<file path="src/rtl/irq_dispatch_pkg.sv">
package irq_dispatch_pkg;

  typedef enum logic [2:0] {
    DM_FIXED  = 3'd0,
    DM_LOWEST = 3'd1,
    DM_SMI    = 3'd2,
    DM_RSV3   = 3'd3,
    DM_NMI    = 3'd4,
    DM_INIT   = 3'd5,
    DM_RSV6   = 3'd6,
    DM_EXTINT = 3'd7
  } dmode_e;

  function automatic logic mode_fans_out(input dmode_e m);
    return (m == DM_FIXED) || (m == DM_EXTINT);
  endfunction

  function automatic logic mode_single(input dmode_e m);
    return m == DM_LOWEST;
  endfunction

endpackage

</file>
<file path="src/rtl/irq_target_resolve.sv">
module irq_target_resolve #(
  parameter int NCPU = 8,
  parameter int ID_W = 8
) (
  input  logic [ID_W-1:0]      dest,
  input  logic                 logical,
  input  logic [NCPU*ID_W-1:0] phys_ids,
  input  logic [NCPU-1:0]      logic_hit,
  output logic [NCPU-1:0]      target_mask
);

  localparam logic [ID_W-1:0] BCAST_ID = '1;

  // Lowest-index CPU whose physical ID equals the destination, one-hot.
  function automatic logic [NCPU-1:0] first_id_match(
    input logic [ID_W-1:0] d, input logic [NCPU*ID_W-1:0] ids);
    logic [NCPU-1:0] r;
    r = '0;
    for (int i = NCPU - 1; i >= 0; i--) begin
      if (ids[i*ID_W +: ID_W] == d) begin
        r = '0;
        r[i] = 1'b1;
      end
    end
    return r;
  endfunction

  always_comb begin
    target_mask = '0;
    if (!logical) begin
      if (dest == BCAST_ID) target_mask = '1;
      else                  target_mask = first_id_match(dest, phys_ids);
    end else if (dest != '0) begin
      target_mask = logic_hit;
    end
  end

endmodule

</file>
<file path="src/rtl/irq_rr_select.sv">
module irq_rr_select #(
  parameter int NCPU = 8
) (
  input  logic            clk,
  input  logic            rst_n,
  input  logic [NCPU-1:0] cand,
  input  logic            advance,
  input  logic            force_zero,
  output logic [NCPU-1:0] pick
);

  localparam int IDX_W = (NCPU > 1) ? $clog2(NCPU) : 1;
  localparam logic [IDX_W-1:0] LAST_CPU = IDX_W'(NCPU - 1);

  logic [IDX_W-1:0] last_q;

  // First candidate strictly after 'last', wrapping around.
  function automatic logic [NCPU-1:0] rr_first(
    input logic [NCPU-1:0] m, input logic [IDX_W-1:0] last);
    logic [NCPU-1:0] r;
    logic            hit;
    int              idx;
    r   = '0;
    hit = 1'b0;
    for (int k = 1; k <= NCPU; k++) begin
      idx = int'(last) + k;
      if (idx >= NCPU) idx = idx - NCPU;
      if (!hit && m[idx]) begin
        r[idx] = 1'b1;
        hit    = 1'b1;
      end
    end
    return r;
  endfunction

  function automatic logic [IDX_W-1:0] onehot_index(input logic [NCPU-1:0] oh);
    logic [IDX_W-1:0] r;
    r = '0;
    for (int i = 0; i < NCPU; i++) begin
      if (oh[i]) r = IDX_W'(i);
    end
    return r;
  endfunction

  assign pick = rr_first(cand, last_q);

  always_ff @(posedge clk) begin
    if (!rst_n) begin
      last_q <= LAST_CPU;
    end else if (advance) begin
      last_q <= force_zero ? '0 : onehot_index(pick);
    end
  end

endmodule

</file>
<file path="src/rtl/irq_inj_seq.sv">
module irq_inj_seq #(
  parameter int NCPU  = 8,
  parameter int VEC_W = 8
) (
  input  logic             clk,
  input  logic             rst_n,
  input  logic             load,
  input  logic [NCPU-1:0]  load_mask,
  input  logic [VEC_W-1:0] load_vec,
  input  logic             load_lvl,
  input  logic             load_ovr,
  output logic             inj_valid,
  output logic [NCPU-1:0]  inj_cpu,
  output logic [VEC_W-1:0] inj_vector,
  output logic             inj_level,
  output logic             idle,
  output logic             ovr_active
);

  localparam logic [NCPU-1:0] CPU0_SEL = NCPU'(1);

  logic [NCPU-1:0]  pend_q;
  logic [VEC_W-1:0] vec_q;
  logic             lvl_q;
  logic             ovr_q;
  logic [NCPU-1:0]  cur_bit;

  function automatic logic [NCPU-1:0] lowest_set(input logic [NCPU-1:0] x);
    return x & (~x + NCPU'(1));
  endfunction

  assign cur_bit    = lowest_set(pend_q);
  assign inj_valid  = |pend_q;
  assign idle       = ~inj_valid;
  assign inj_cpu    = !inj_valid ? '0 : (ovr_q ? CPU0_SEL : cur_bit);
  assign inj_vector = vec_q;
  assign inj_level  = lvl_q;
  assign ovr_active = ovr_q;

  always_ff @(posedge clk) begin
    if (!rst_n) begin
      pend_q <= '0;
      vec_q  <= '0;
      lvl_q  <= 1'b0;
      ovr_q  <= 1'b0;
    end else if (load) begin
      pend_q <= load_mask;
      vec_q  <= load_vec;
      lvl_q  <= load_lvl;
      ovr_q  <= load_ovr;
    end else if (inj_valid) begin
      pend_q <= pend_q & ~cur_bit;
    end
  end

endmodule

</file>
<file path="src/rtl/irq_dispatch.sv">
module irq_dispatch
  import irq_dispatch_pkg::*;
#(
  parameter int NCPU      = 8,
  parameter int ID_W      = 8,
  parameter int VEC_W     = 8,
  parameter int PIN_W     = 5,
  parameter int TIMER_PIN = 2
) (
  input  logic                 clk,
  input  logic                 rst_n,
  input  logic                 req_valid,
  output logic                 req_ready,
  input  logic [ID_W-1:0]      req_dest,
  input  logic                 req_logical,
  input  logic [2:0]           req_dmode,
  input  logic [VEC_W-1:0]     req_vector,
  input  logic                 req_level,
  input  logic [PIN_W-1:0]     req_pin,
  input  logic                 timer_en,
  input  logic [NCPU*ID_W-1:0] cpu_phys_id,
  input  logic [NCPU-1:0]      cpu_logic_hit,
  output logic                 inj_valid,
  output logic [NCPU-1:0]      inj_cpu,
  output logic [VEC_W-1:0]     inj_vector,
  output logic                 inj_level
);

  localparam logic [PIN_W-1:0] TIMER_PIN_V = PIN_W'(TIMER_PIN);
  localparam logic [NCPU-1:0]  CPU0_SEL    = NCPU'(1);

  dmode_e          mode_w;
  logic            accept_w;
  logic            any_target_w;
  logic            timer_hit_w;
  logic            fanout_w;
  logic            single_w;
  logic            load_w;
  logic            rr_advance_w;
  logic            ovr_active_w;
  logic            seq_idle_w;
  logic [NCPU-1:0] target_w;
  logic [NCPU-1:0] rr_pick_w;
  logic [NCPU-1:0] load_mask_w;

  assign mode_w       = dmode_e'(req_dmode);
  assign accept_w     = req_valid && req_ready;
  assign any_target_w = |target_w;
  assign timer_hit_w  = timer_en && (req_pin == TIMER_PIN_V);
  assign fanout_w     = mode_fans_out(mode_w);
  assign single_w     = mode_single(mode_w);
  assign load_w       = accept_w && any_target_w && (fanout_w || single_w);
  assign rr_advance_w = accept_w && any_target_w && single_w;
  assign load_mask_w  = single_w ? (timer_hit_w ? CPU0_SEL : rr_pick_w) : target_w;
  assign req_ready    = seq_idle_w;

  irq_target_resolve #(.NCPU(NCPU), .ID_W(ID_W)) resolve_i (
    .dest        (req_dest),
    .logical     (req_logical),
    .phys_ids    (cpu_phys_id),
    .logic_hit   (cpu_logic_hit),
    .target_mask (target_w)
  );

  irq_rr_select #(.NCPU(NCPU)) rr_i (
    .clk        (clk),
    .rst_n      (rst_n),
    .cand       (target_w),
    .advance    (rr_advance_w),
    .force_zero (timer_hit_w),
    .pick       (rr_pick_w)
  );

  irq_inj_seq #(.NCPU(NCPU), .VEC_W(VEC_W)) seq_i (
    .clk        (clk),
    .rst_n      (rst_n),
    .load       (load_w),
    .load_mask  (load_mask_w),
    .load_vec   (req_vector),
    .load_lvl   (req_level),
    .load_ovr   (timer_hit_w),
    .inj_valid  (inj_valid),
    .inj_cpu    (inj_cpu),
    .inj_vector (inj_vector),
    .inj_level  (inj_level),
    .idle       (seq_idle_w),
    .ovr_active (ovr_active_w)
  );

endmodule

</file>
<file path="config.mk">
export PLATFORM = sky130hd
export DESIGN_NAME = irq_dispatch
export DESIGN_NICKNAME = d
export VERILOG_FILES = /design/src/rtl/irq_dispatch_pkg.sv /design/src/rtl/irq_target_resolve.sv /design/src/rtl/irq_rr_select.sv /design/src/rtl/irq_inj_seq.sv /design/src/rtl/irq_dispatch.sv
export SDC_FILE = /design/constraint.sdc
export NUM_CORES = 1
export LEC_CHECK = 0
export BUFFER_PORTS_ARGS = -buffer_cell sky130_fd_sc_hd__buf_2
export CORE_MARGIN = 8
export CORE_UTILIZATION = 30
export DETAILED_ROUTE_END_ITERATION = 16
export PLACE_DENSITY_LB_ADDON = 0.12
export SLEW_MARGIN = 10
export SYNTH_ARGS = -nofsm -noshare
export SYNTH_HDL_FRONTEND = slang
export SYNTH_HIERARCHICAL = 1
export SYNTH_SLANG_ARGS = --single-unit
</file>
<file path="constraint.sdc">
create_clock -name clk -period 3.78 [get_ports clk]
set_input_delay 0.756 -clock clk [delete_from_list [all_inputs] [get_ports clk]]
set_output_delay 0.756 -clock clk [all_outputs]
set_load 0.03 [all_outputs]
</file>
==> results.md, run 1 <==
- The share of synthesized area in the top cell type comes to 0.172.
- The normalized max-slew margin is 0.470.
- Along the worst hold path, the cell count comes to 2.
- During synthesis, Yosys emitted a total of 6 warnings.
- The width of the die is about 120 um.
- For the worst setup path, the data required time is approximately 4.0 ns.
- The category of the worst setup path capture point is a flop.
- The post-place instance area is ~4500 um^2.
- In this run the worst path has a maximum fanout of 7.
- The proportion of synthesized flip-flops having asynchronous set or reset is 0.
- The clock root buffer master is sky130_fd_sc_hd__clkbuf_8.
- By count the netlist is led by 65 x sky130_fd_sc_hd__xnor2_1, 43 x sky130_fd_sc_hd__nand2_1, 22 x sky130_fd_sc_hd__nand4_1.
- The number of CTS-inserted buffers is 3.
- Synthesis produced a netlist with a net count of 502.
- The total design power is between 1000 and 1500 uW.
- The setup clock skew after layout is 0.00505 ns.
- The floorplan has 38 rows.
- The power density relative to cell area is roughly 210 nW/um^2.
- The maximum clock path buffer count is 2.
- The synthesis-to-layout area growth is 54.9%.
- The post-synthesis cell area is about 3300 um^2.
- The number of global-route vias before repair is ~3.7k.
- Setup repair after global routing could not meet its margin everywhere.
- Counting every sink on the clock net gives 21.
- The slowest cell on the critical path is sky130_fd_sc_hd__mux4_2.
- The type of the worst setup path is in2reg.
- The final critical path time including I/O delays and setup is approximately 4.0 ns.
- In the post-synthesis netlist, the biggest area contributors are sky130_fd_sc_hd__xnor2_1 17%, sky130_fd_sc_hd__dfxtp_1 13%, sky130_fd_sc_hd__mux4_2 6.1%.
- Entering global routing, the biggest net connects 26 pins.
- The worst setup path is launched from an input port.
- Across the VDD grid, the largest voltage drop is 137 uV.
- The count of buffers inserted at the top-level ports is between 100 and 150.
- The total congestion overflow after global routing is 0.
- The worst-case reg-to-reg path depth is 11.
- The wire length per cell after detailed routing is 16.5 um.
- The static power due to leakage is ~0.0022 uW.
- The min-delay analysis places its worst path in the category reg2reg.
- The share of synthesized area occupied by flip-flops and latches is 0.127.
- The number of max-slew violations in the final report is 0.
- The H-tree depth is 1.
- The least setup slack across all paths after layout is -0.195 ns.
- The run finished, with violations left.
- The number of hold violations in the final report is 0.
- Traced cell by cell, the critical path runs through buf_12 > xnor2_2 > nand4_1 > nor2_2 > nor4_4 > a31oi_1 > a21oi_2 > mux2_4 > mux4_2 > nor4b_4 > buf_4 > and3_1 > a311o_2 > o2bb2ai_4 > a211oi_1 > a2bb2oi_1.
- The vertical extent of the die is around 120 um.
- The leading area contributor after synthesis is sky130_fd_sc_hd__xnor2_1.
- The area of the core is approximately 11000 um^2.
- The data arrival time of the worst path is approximately 4.2 ns.
- The floorplan step defined a die boundary enclosing roughly 15000 um^2.
- Counting flops with a built-in enable in the synthesized netlist gives 0.
- The total vias in the final route is ~3.6k.
- The final instance count without filler cells is roughly 700.
- Routability-driven placement finished with a final weighted congestion of around 0.8.
- The residual DRC count is 0.
- The antenna diode count is 0.
- After clock tree synthesis, the clock-pin slew on the worst setup and hold paths is 0.08 ns.
- The share of the clock period used by the worst path is 1.05.
- In this design, the stage delay of the slowest critical-path cell is around 0.62 ns.
- Derived from the worst setup path, the maximum achievable clock frequency is ~250 MHz.
- The initial detailed-routing violation count is slightly below 200.
- TritonCTS built the clock tree.
- The number of nets in the layout is approximately 670.
- The checks that failed: setup timing.
- The global router's overall resource usage is 0.149.
- The remaining number of nets flagged by the antenna check after routing is 0.
- The number of distinct library cells after synthesis is 70.
- The synthesized instance count is about 400.
- The first detailed-routing pass took 4 iterations.
- The initial antenna violation count was 0.
- The total instance count after detailed placement is between 600 and 700.
- The number of setup violations in the final report is 11.
- The half-perimeter wire length after placement is 9020 um.
- The most repeated cell in the gate-level netlist after synthesis is sky130_fd_sc_hd__xnor2_1.
- The transition time at the pin with the least slew margin is between 0.7 and 0.8 ns.
- For this block, the routed nets add up to around 12000 um of wire.
- The share of final-layout standard cells stronger than drive strength 1 is 0.549.
- Each instance of the synthesized netlist takes up on average ~8.5 um^2.
- The tightest hold path in the finished design has a slack of ~0.5 ns.
- Measured on the finished design, the core utilization comes to 0.474.
- The tool flagged a number of max-cap violations equal to 0.
- The most common flop cell mapped by yosys is sky130_fd_sc_hd__dfxtp_1.
- Using the TritonRoute via totals, the vias-per-cell ratio works out to about 5.
- The number of I/O pins is about 120.
- The post-synthesis sequential element count is 21.
- For this configuration, the core starts out at a cell density of 0.306.
- The first global-routing pass estimated 18200 um of wire.
- With fillers left out, the area of the finished cells amounts to about 5100 um^2.
- The worst-skew pair later-pin latency is about 0.26 ns.
==> per-stage QoR <==
step           TNS (ns)  setup WS (ns)
2_1_floorplan    -0.177        -0.0458
3_3_place_gp      -7.25         -0.712
3_5_place_dp      -7.47         -0.740
4_1_cts           -1.03         -0.130
5_1_grt           -3.82         -0.372
6_report          -1.56         -0.195
==> layout make-up <==
type / instances / area (um^2)
well taps: 140 / 175
fillers: 1023 / 5670
clock buffers: 3 / 41.3
multi-input cells: 337 / 3160
clock inverters: 1 / 7.51
flip-flops and latches: 21 / 420
inverters: 11 / 41.3
repair buffers: 186 / 1270
==> cells in the final DEF, fill, tap and decap left out, types with 5 or more instances in the layout <==
cell type and instances:
sky130_fd_sc_hd__inv_1 9, sky130_fd_sc_hd__nand3_1 5, sky130_fd_sc_hd__nand4_1 22, sky130_fd_sc_hd__nor2_1 9, sky130_fd_sc_hd__nand2_2 5, sky130_fd_sc_hd__buf_6 10
sky130_fd_sc_hd__and3_1 6, sky130_fd_sc_hd__nand2b_1 5, sky130_fd_sc_hd__ha_1 9, sky130_fd_sc_hd__a21oi_1 8, sky130_fd_sc_hd__nor3_1 7, sky130_fd_sc_hd__mux2_2 6
sky130_fd_sc_hd__nor2_2 5, sky130_fd_sc_hd__and2_1 8, sky130_fd_sc_hd__mux2i_1 12, sky130_fd_sc_hd__a21oi_2 9, sky130_fd_sc_hd__mux2_4 6, sky130_fd_sc_hd__o21ai_2 5
sky130_fd_sc_hd__o21ai_1 5, sky130_fd_sc_hd__buf_4 59, sky130_fd_sc_hd__nand2_1 38, sky130_fd_sc_hd__xnor2_2 25, sky130_fd_sc_hd__nor2b_1 10, sky130_fd_sc_hd__buf_12 5
sky130_fd_sc_hd__xnor2_1 40, sky130_fd_sc_hd__buf_2 109, sky130_fd_sc_hd__mux4_2 11, sky130_fd_sc_hd__dfxtp_1 21
==> report_power, final <==
part	total [uW]	switching, uW	internal (uW)
Clock	152	77.7	74.5
Sequential	236	6.80	230
Combinational	705	338	367
==> path summary, 6_finish.rpt <==
check                       start              end  slack, ns
setup / recovery      req_dest[1]   rr_i/last_q[1]      -0.20
hold / removal    seq_i/pend_q[4]  seq_i/pend_q[4]       0.51
setup reg to reg   rr_i/last_q[1]   rr_i/last_q[1]       0.34
hold reg to reg   seq_i/pend_q[4]  seq_i/pend_q[4]       0.51
==> critical path: cells and delay by family <==
| family | cells | cell delay, ns |
|---|---|---|
| compound gates | 6 | 1.05 |
| mux | 2 | 0.90 |
| buf+inv | 2 | 0.31 |
| xor+xnor | 1 | 0.15 |
| simple gates | 5 | 0.99 |
==> per-layer routing <==
metal	vias to the layer above	share of wire	track usage
met5	-	0	0
met4	0	0.0068	0.0211
met3	6	0.054	0.0344
met2	109	0.52	0.270
met1	1682	0.42	0.178
li1	1774	-	-
==> cells by family (layout without fill, tap and decap cells) <==
group / Yosys count / count (layout) / share of synthesized area
AOI/OAI and AO/OA: 67 / 67 / 0.148
xor gates and xnor gates: 67 / 67 / 0.178
adders and majority gates: 9 / 9 / 0.0341
buffers and inverters: 33 / 201 / 0.0659
DFF: 21 / 21 / 0.127
muxes: 37 / 37 / 0.165
and+or+nand+nor: 157 / 157 / 0.283
==> sequential cells by signal, indices dropped and copies added (netlist names) <==
signal / cells
seq_i/inj_level: 1
seq_i/pend_q: 8
seq_i/inj_vector: 8
seq_i/ovr_active: 1
rr_i/last_q: 3
==> what timing repair did <==
action                     4_1_cts  5_1_grt
hold buffers                     0        0
setup endpoints to repair       11       11
buffers inserted                 8        8
pin swaps                       29       26
gates cloned                     1        1
gates resized for setup         67       35
(Power assumes the default switching activity.)
==> run 2, diff against run 1 <==
--- a/config.mk
+++ b/config.mk
@@ -6,7 +6,7 @@
 export NUM_CORES = 1
 export LEC_CHECK = 0
 export BUFFER_PORTS_ARGS = -buffer_cell sky130_fd_sc_hd__buf_2
-export CORE_MARGIN = 8
+export CORE_MARGIN = 2
 export CORE_UTILIZATION = 30
 export DETAILED_ROUTE_END_ITERATION = 16
 export PLACE_DENSITY_LB_ADDON = 0.12
==> run 2 against run 1 <==
The flow still finishes with violations (setup timing). First-iteration DRC count decreased by 11%. Via count increased by 0.50%. Die area decreased by 19%. Hold slack improved by 0.0070 ns. Maximum frequency about the same. Sequential share of layout area decreased by 0.072 points. Count of clock-buffer cells in the layout unchanged. Worst setup slack improved by 0.0034 ns. Routed wire length decreased by 3.4%. Largest power group unchanged.
==> results.md, run 2 (same netlist as run 1, synthesis figures left out) <==
- The flow ran to the end, but the final reports show violations.
- The checks that failed: setup timing.
- The number of nets in the layout came to 672 (+0.15%).
- The width of the die is 109 um (-9.9%).
- STA classifies the critical path endpoint as a flop.
- The total vias in the final route is 3589 (+0.50%).
- The worst-case reg-to-reg path depth is 16 (+5).
- The category of the worst setup path launch point is an input port.
- The first-pass GRT wire length is 17300 um (-4.7%).
- The H-tree depth is 1 (unchanged).
- The power density relative to cell area was 215 nW/um^2 (+0.47%).
- The worst path required time was 3.91 ns (-0.05 ns).
- The number of max-slew violations in the final report was 0 (unchanged).
- The minimum setup slack among reg-to-reg paths is 0.40 ns (+0.06 ns).
- The number of setup violations in the final report is 11 (unchanged).
- The setup clock skew after layout was 0.00204 ns (-0.00301 ns).
- The count of buffers inserted at the top-level ports is 120 (unchanged).
- The least setup slack across all paths after layout is -0.192 ns (+0.00336 ns).
- The number of violations of the max-capacitance limit came to 0 (unchanged).
- The remaining number of nets flagged by the antenna check after routing is 0 (unchanged).
- The worst hold path terminates at seq_i/inj_vector[6].
- The total instance count after detailed placement is 677 (-0.15%).
- The number of CTS-inserted buffers is 3 (unchanged).
- The starting density of the core is 0.306 (unchanged).
- The initial detailed-routing violation count is 173 (-11%).
- The library cells used most frequently in the layout, excluding fill and tap cells, are 107 x sky130_fd_sc_hd__buf_2, 60 x sky130_fd_sc_hd__buf_4, 41 x sky130_fd_sc_hd__nand2_1.
- The global router's overall resource usage came to 0.180 (+0.0306).
- The number of hold violations in the final report was 0 (unchanged).
- The half-perimeter wire length after placement is 8500 um (-5.8%).
- The maximum clock path buffer count came to 2 (unchanged).
- The post-placement worst setup slack is -0.703 ns (+0.0371 ns).
- The vertical extent of the die was 109 um (-9.9%).
- The worst hold path begins at seq_i/inj_vector[6].
- The CTS sink count came to 21 (unchanged).
- The final instance count without filler cells is 700 (+0.14%).
- The post-place instance area is 4460 um^2 (-0.45%).
- The number of global-route vias before repair was 3513 (-4.4%).
- The register clock-pin slew on the reported worst setup and hold paths is 0.08 ns (about the same).
- The worst reg2reg path endpoint is seq_i/pend_q[2].
- The worst-skew pair later-pin latency is 0.26 ns (about the same).
- The area of the die is 11900 um^2 (-19%).
- The static power due to leakage was 0.00225 uW (+0.37%).
- Compared with the post-synthesis result, the final layout area differs by 56.3%.
- The share of the clock period used by the worst path is 1.05 (about the same).
- The maximum number of pins on one net before global-route repair is 26 (unchanged).
- The wire length per cell after detailed routing is 15.9 um (-3.6%).
- The via count normalized by instance count came to 5.13 (+0.36%).
- The total design power came to 1110 uW (+1.3%).
- The initial antenna violation count came to 0 (unchanged).
- The largest fanout on the critical path is 8 (+1).
- The antenna diode count is 0 (unchanged).
- The routability congestion estimate from global placement is 0.839 (+5.1%).
- The data arrival time of the worst path is 4.11 ns (-0.04 ns).
- The worst hold path depth came to 2 (unchanged).
- The total congestion overflow after global routing is 0 (unchanged).
- The sum of routed wire length over all layers was 11100 um (-3.4%).
- The normalized max-slew margin is 0.454 (-0.0160).
- The maximum vdd drop is 162 uV (+18%).
- The number of placement rows came to 38 (unchanged).
- The post-layout instance area is 5170 um^2 (+0.88%).
- The final critical path time including I/O delays and setup is 3.97 ns (-0.00336 ns).
- The startpoint of the most critical register-to-register path is rr_i/last_q[1].
- The TritonCTS clock tree is built.
- The quantity of hold-fixing buffers added after cts is 0 (unchanged).
- The path class of the tightest hold or removal check is reg2reg.
- The number of I/O pins is 121 (unchanged).
- The transition time at the pin with the least slew margin is 0.815 ns (+0.0238 ns).
- The number of detailed-routing iterations run before antenna repair is 4 (unchanged).
- The residual DRC count is 0 (unchanged).
- The share of final-layout standard cells stronger than drive strength 1 is 0.543 (-0.00634).
- Setup repair after global routing could not meet its margin everywhere.
- The number of fill cells was 1033 (+0.98%).
- The highest clock frequency the design can meet is 252 MHz (about the same).
- The leading cell type in the layout, fill and taps excluded is sky130_fd_sc_hd__buf_2.
- The type of the worst setup path is in2reg.
- The area of the core is 10800 um^2 (unchanged).
- The clock root buffer master is sky130_fd_sc_hd__clkbuf_8.
run 2: repair_timing:
| action | in CTS | in global routing |
|---|---|---|
| hold endpoints to repair | 0 | 0 |
| buffers inserted | 10 | 9 |
| pin swaps | 37 | 26 |
| resized for setup | 72 | 32 |
| gates cloned | 1 | 2 |
| endpoints found under the setup margin | 11 | 11 |
run 2: per-stage QoR:
stage               setup TNS [ns]   util  hold slack [ns]
floorplan                   -0.177      -            0.488
global placement             -7.03  0.413            0.496
detailed placement           -7.04  0.413            0.503
CTS                         -0.686  0.452            0.522
global route                 -2.85  0.479            0.549
finish                       -1.52  0.479            0.518
run 2: area by class of cell:
type,instances,area (um^2),area share
Multi-Input combinational cell,337,3180,0.615
Timing Repair Buffer,187,1310,0.253
Sequential cell,21,420,0.0814
Tap cell,140,175,0.0339
Clock buffer,3,41.3,0.00799
Inverter,11,41.3,0.00799
Clock inverter,1,5.00,0.000969
run 2: worst max-delay path, stage by stage:
cell and delay [ns]:
sky130_fd_sc_hd__buf_12 0.13, sky130_fd_sc_hd__xnor2_4 0.14, sky130_fd_sc_hd__nand4_1 0.20, sky130_fd_sc_hd__nor2_2 0.23, sky130_fd_sc_hd__nor4_4 0.10, sky130_fd_sc_hd__a31oi_2 0.19, sky130_fd_sc_hd__a21oi_2 0.09, sky130_fd_sc_hd__mux2_4 0.29
sky130_fd_sc_hd__mux4_2 0.61, sky130_fd_sc_hd__buf_6 0.18, sky130_fd_sc_hd__nor3b_2 0.16, sky130_fd_sc_hd__a32o_2 0.27, sky130_fd_sc_hd__o32ai_4 0.28, sky130_fd_sc_hd__buf_4 0.16, sky130_fd_sc_hd__and4b_1 0.20, sky130_fd_sc_hd__o221ai_2 0.10
run 2: power by group:
part	switching [uW]	internal, uW	total [uW]
Clock	76.5	73.5	150
Sequential	6.97	230	237
Combinational	341	381	722
run 2: worst max path at each step:
stage	from	endpoint	slack (ns)	cells past startpoint
6_report	req_dest[0]	rr_i/last_q[2]	-0.19	16
5_1_grt	req_dest[6]	seq_i/pend_q[2]	-0.35	21
4_1_cts	req_dest[0]	rr_i/last_q[2]	-0.1	16
3_5_place_dp	req_dest[5]	seq_i/pend_q[6]	-0.70	17
3_3_place_gp	req_dest[5]	seq_i/pend_q[3]	-0.70	21
2_1_floorplan	req_dest[5]	seq_i/pend_q[2]	-0.05	19
run 2: metal layers:
metal  track usage  up-vias  routed length, um
met2         0.319      115               5780
met3        0.0251       10                479
met5             0        -                  0
li1              -     1776                  -
met1         0.235     1688               4800
met4        0.0266        0                 82
==> run 3, diff against run 2 <==
--- a/config.mk
+++ b/config.mk
@@ -6,10 +6,12 @@
 export NUM_CORES = 1
 export LEC_CHECK = 0
 export BUFFER_PORTS_ARGS = -buffer_cell sky130_fd_sc_hd__buf_2
+export CORE_ASPECT_RATIO = 1.5
 export CORE_MARGIN = 2
 export CORE_UTILIZATION = 30
 export DETAILED_ROUTE_END_ITERATION = 16
 export PLACE_DENSITY_LB_ADDON = 0.12
+export SETUP_SLACK_MARGIN = 0.05
 export SLEW_MARGIN = 10
 export SYNTH_ARGS = -nofsm -noshare
 export SYNTH_HDL_FRONTEND = slang
==> run 3 against run 2 <==
The flow still finishes with violations (setup timing). Sequential share of layout area fell by 0.20 points. Critical path depth is 3 higher. Die area is 0.15% higher. Non-clock buffer count grew 12. Critical endpoint unchanged.
==> results.md, run 3 (same netlist as run 1, synthesis figures left out) <==
- The remaining number of nets flagged by the antenna check after routing is 0 (unchanged).
- The number of I/O pins is 121 (unchanged).
- Leaving out fill and tap cells, the most frequent cell in the layout is sky130_fd_sc_hd__buf_2.
- The area of the core is 10900 um^2 (+0.80%).
- Setup repair after global routing could not meet its margin everywhere.
- The static power due to leakage came to 0.00231 uW (+3.1%).
- The wire length per cell after detailed routing is 15.9 um (about the same).
- The fraction of power spent switching nets is 0.368 (-0.0153).
- The origin of the worst setup path is req_dest[6].
- The initial antenna violation count is 0 (unchanged).
- The via count normalized by instance count is 5.07 (-1.2%).
- The maximum vdd drop was 162 uV (+0.29%).
- The CTS sink count came to 21 (unchanged).
- The number of hold violations in the final report came to 0 (unchanged).
- The share of final-layout standard cells stronger than drive strength 1 came to 0.565 (+0.0226).
- The transition time at the pin with the least slew margin came to 0.737 ns (-0.0777 ns).
- STA classifies the critical path endpoint as a flop.
- The total design power was 1190 uW (+7.7%).
- The starting density of the core is 0.304 (-0.00243).
- The antenna diode count was 0 (unchanged).
- The normalized max-slew margin is 0.506 (+0.0521).
- The number of global-route vias before repair is 3738 (+6.4%).
- The power density relative to cell area is 225 nW/um^2 (+5.0%).
- The sequential fraction of design power is 0.199 (-0.014).
- The internal power was 755 uW (+10%).
- The largest fanout on the critical path is 6 (-2).
- The worst-skew pair later-pin latency is 0.25 ns (about the same).
- The worst path required time was 3.95 ns (+0.04 ns).
- The synthesis-to-layout area growth is 60.3%.
- TritonCTS built the clock tree.
- The highest clock frequency the design can meet is 241 MHz (-4.1%).
- The number of placement rows was 47 (+24%).
- The area of the die came to 11900 um^2 (+0.15%).
- The setup clock skew after layout is 0.00118 ns (-0.000863 ns).
- The final reports fail on setup timing.
- The least setup slack across all paths after layout is -0.363 ns (-0.172 ns).
- The sum of routed wire length over all layers is 11500 um (+2.9%).
- The half-perimeter wire length after placement came to 9240 um (+8.7%).
- The root buffer cell chosen for the clock tree is sky130_fd_sc_hd__clkbuf_16.
- The startpoint identified for the worst hold timing path is seq_i/inj_vector[2].
- The critical path in this run is classified as in2reg.
- The number of fill cells is 1084 (+4.9%).
- The logic gate share of total power is 0.613 (-0.038).
- The data arrival time of the worst path is 4.32 ns (+0.21 ns).
- The vertical extent of the die is 133 um (+22%).
- The final critical path time including I/O delays and setup is 4.14 ns (+0.172 ns).
- STA classifies the critical path startpoint as an input port.
- The width of the die is 89.7 um (-18%).
- The maximum clock path buffer count is 2 (unchanged).
- The number of nets in the layout is 685 (+1.9%).
- The post-placement worst setup slack was -0.912 ns (-0.209 ns).
- The share of the clock period used by the worst path is 1.10 (+0.0454).
- The switching power total came to 439 uW (+3.4%).
- The first-pass GRT wire length came to 18300 um (+5.5%).
- The H-tree depth was 1 (unchanged).
- The count of buffers inserted at the top-level ports is 120 (unchanged).
- The residual DRC count is 0 (unchanged).
- The quantity of hold-fixing buffers added after cts is 0 (unchanged).
- The number of setup violations in the final report is 11 (unchanged).
- The startpoint of the most critical register-to-register path is rr_i/last_q[0].
- The number of violations of the max-capacitance limit is 0 (unchanged).
- The share of total power in the clock network is 0.189 (+0.054).
- The maximum number of pins on one net before global-route repair is 26 (unchanged).
- The flow ran to the end, but the final reports show violations.
- The initial detailed-routing violation count is 120 (-31%).
- The post-place instance area came to 4660 um^2 (+4.5%).
- The number of detailed-routing iterations run before antenna repair came to 4 (unchanged).
- The register clock-pin slew on the reported worst setup and hold paths was 0.06 ns (-0.02 ns).
- The routability congestion estimate from global placement came to 0.891 (+6.2%).
- The total vias in the final route is 3649 (+1.7%).
- The number of max-slew violations in the final report is 0 (unchanged).
- The number of CTS-inserted buffers is 3 (unchanged).
- The path class of the tightest hold or removal check is reg2reg.
- The global router's overall resource usage is 0.184 (+0.00375).
- The top cell types in the final layout, fill and taps aside, are 112 x sky130_fd_sc_hd__buf_2, 65 x sky130_fd_sc_hd__buf_4, 41 x sky130_fd_sc_hd__nand2_1.
- The post-layout instance area came to 5300 um^2 (+2.5%).
- The total congestion overflow after global routing is 0 (unchanged).
[run 3: worst paths after layout]
| kind | depth (start not counted) | end | slack [ns] |
|---|---|---|---|
| worst max-delay path | 19 | rr_i/last_q[2] | -0.36 |
| worst min-delay path | 2 | seq_i/inj_vector[2] | 0.51 |
| worst max register to register | 16 | seq_i/pend_q[1] | 0.38 |
| worst min register to register | 2 | seq_i/inj_vector[2] | 0.51 |
[run 3: power by group through the flow]
stage	clock, uW	sequential, uW	combinational (uW)
global route	238	238	780
finish	225	237	731
global placement	0	242	614
CTS	229	237	682
floorplan	0	252	384
detailed placement	0	242	615
[run 3: worst max-delay path, stage by stage]
cell	delay (ns)
sky130_fd_sc_hd__buf_6	0.11
sky130_fd_sc_hd__buf_6	0.13
sky130_fd_sc_hd__xnor2_2	0.13
sky130_fd_sc_hd__nand4_1	0.20
sky130_fd_sc_hd__nor2_2	0.23
sky130_fd_sc_hd__nor4_4	0.09
sky130_fd_sc_hd__a31oi_2	0.21
sky130_fd_sc_hd__a21oi_2	0.08
sky130_fd_sc_hd__mux2_4	0.30
sky130_fd_sc_hd__mux4_2	0.59
sky130_fd_sc_hd__buf_6	0.17
sky130_fd_sc_hd__nor4_4	0.20
sky130_fd_sc_hd__a31oi_2	0.15
sky130_fd_sc_hd__buf_4	0.16
sky130_fd_sc_hd__mux2i_4	0.20
sky130_fd_sc_hd__o32ai_4	0.13
sky130_fd_sc_hd__buf_4	0.15
sky130_fd_sc_hd__and4b_1	0.18
sky130_fd_sc_hd__o221ai_2	0.14
[run 3: area by class of cell]
cell class / instances / area [um^2] / area share
well taps: 147 / 184 / 0.0347
clock inverters: 1 / 5.00 / 0.000945
multi-input cells: 338 / 3210 / 0.605
flip-flops and latches: 21 / 420 / 0.0794
repair buffers: 199 / 1370 / 0.258
inverters: 11 / 41.3 / 0.00779
clock buffers: 3 / 75.1 / 0.0142
[run 3: stage by stage]
step | util | hold WS [ns] | std cells | TNS (ns)
final | 0.487 | 0.507 | 720 | -3.25
after floorplan | - | 0.488 | 391 | -0.177
after detailed placement | 0.428 | 0.497 | 701 | -8.39
after global routing | 0.487 | 0.548 | 720 | -4.78
after global placement | 0.428 | 0.491 | 701 | -8.31
after CTS | 0.465 | 0.513 | 714 | -3.20
[run 3: routing by layer]
layer  up-vias  track usage  wire length [um]
met2       130        0.372              6520
met3        18       0.0319               568
li1       1801            -                 -
met5         -            0                 0
met4         0       0.0487               226
met1      1700        0.191              4150
[run 3: what timing repair did]
item	in CTS	in global routing
pin swaps	28	32
buffers inserted	10	8
endpoints found under the setup margin	11	11
resized for setup	52	47
cloned	1	0
endpoints found under the hold margin	0	0
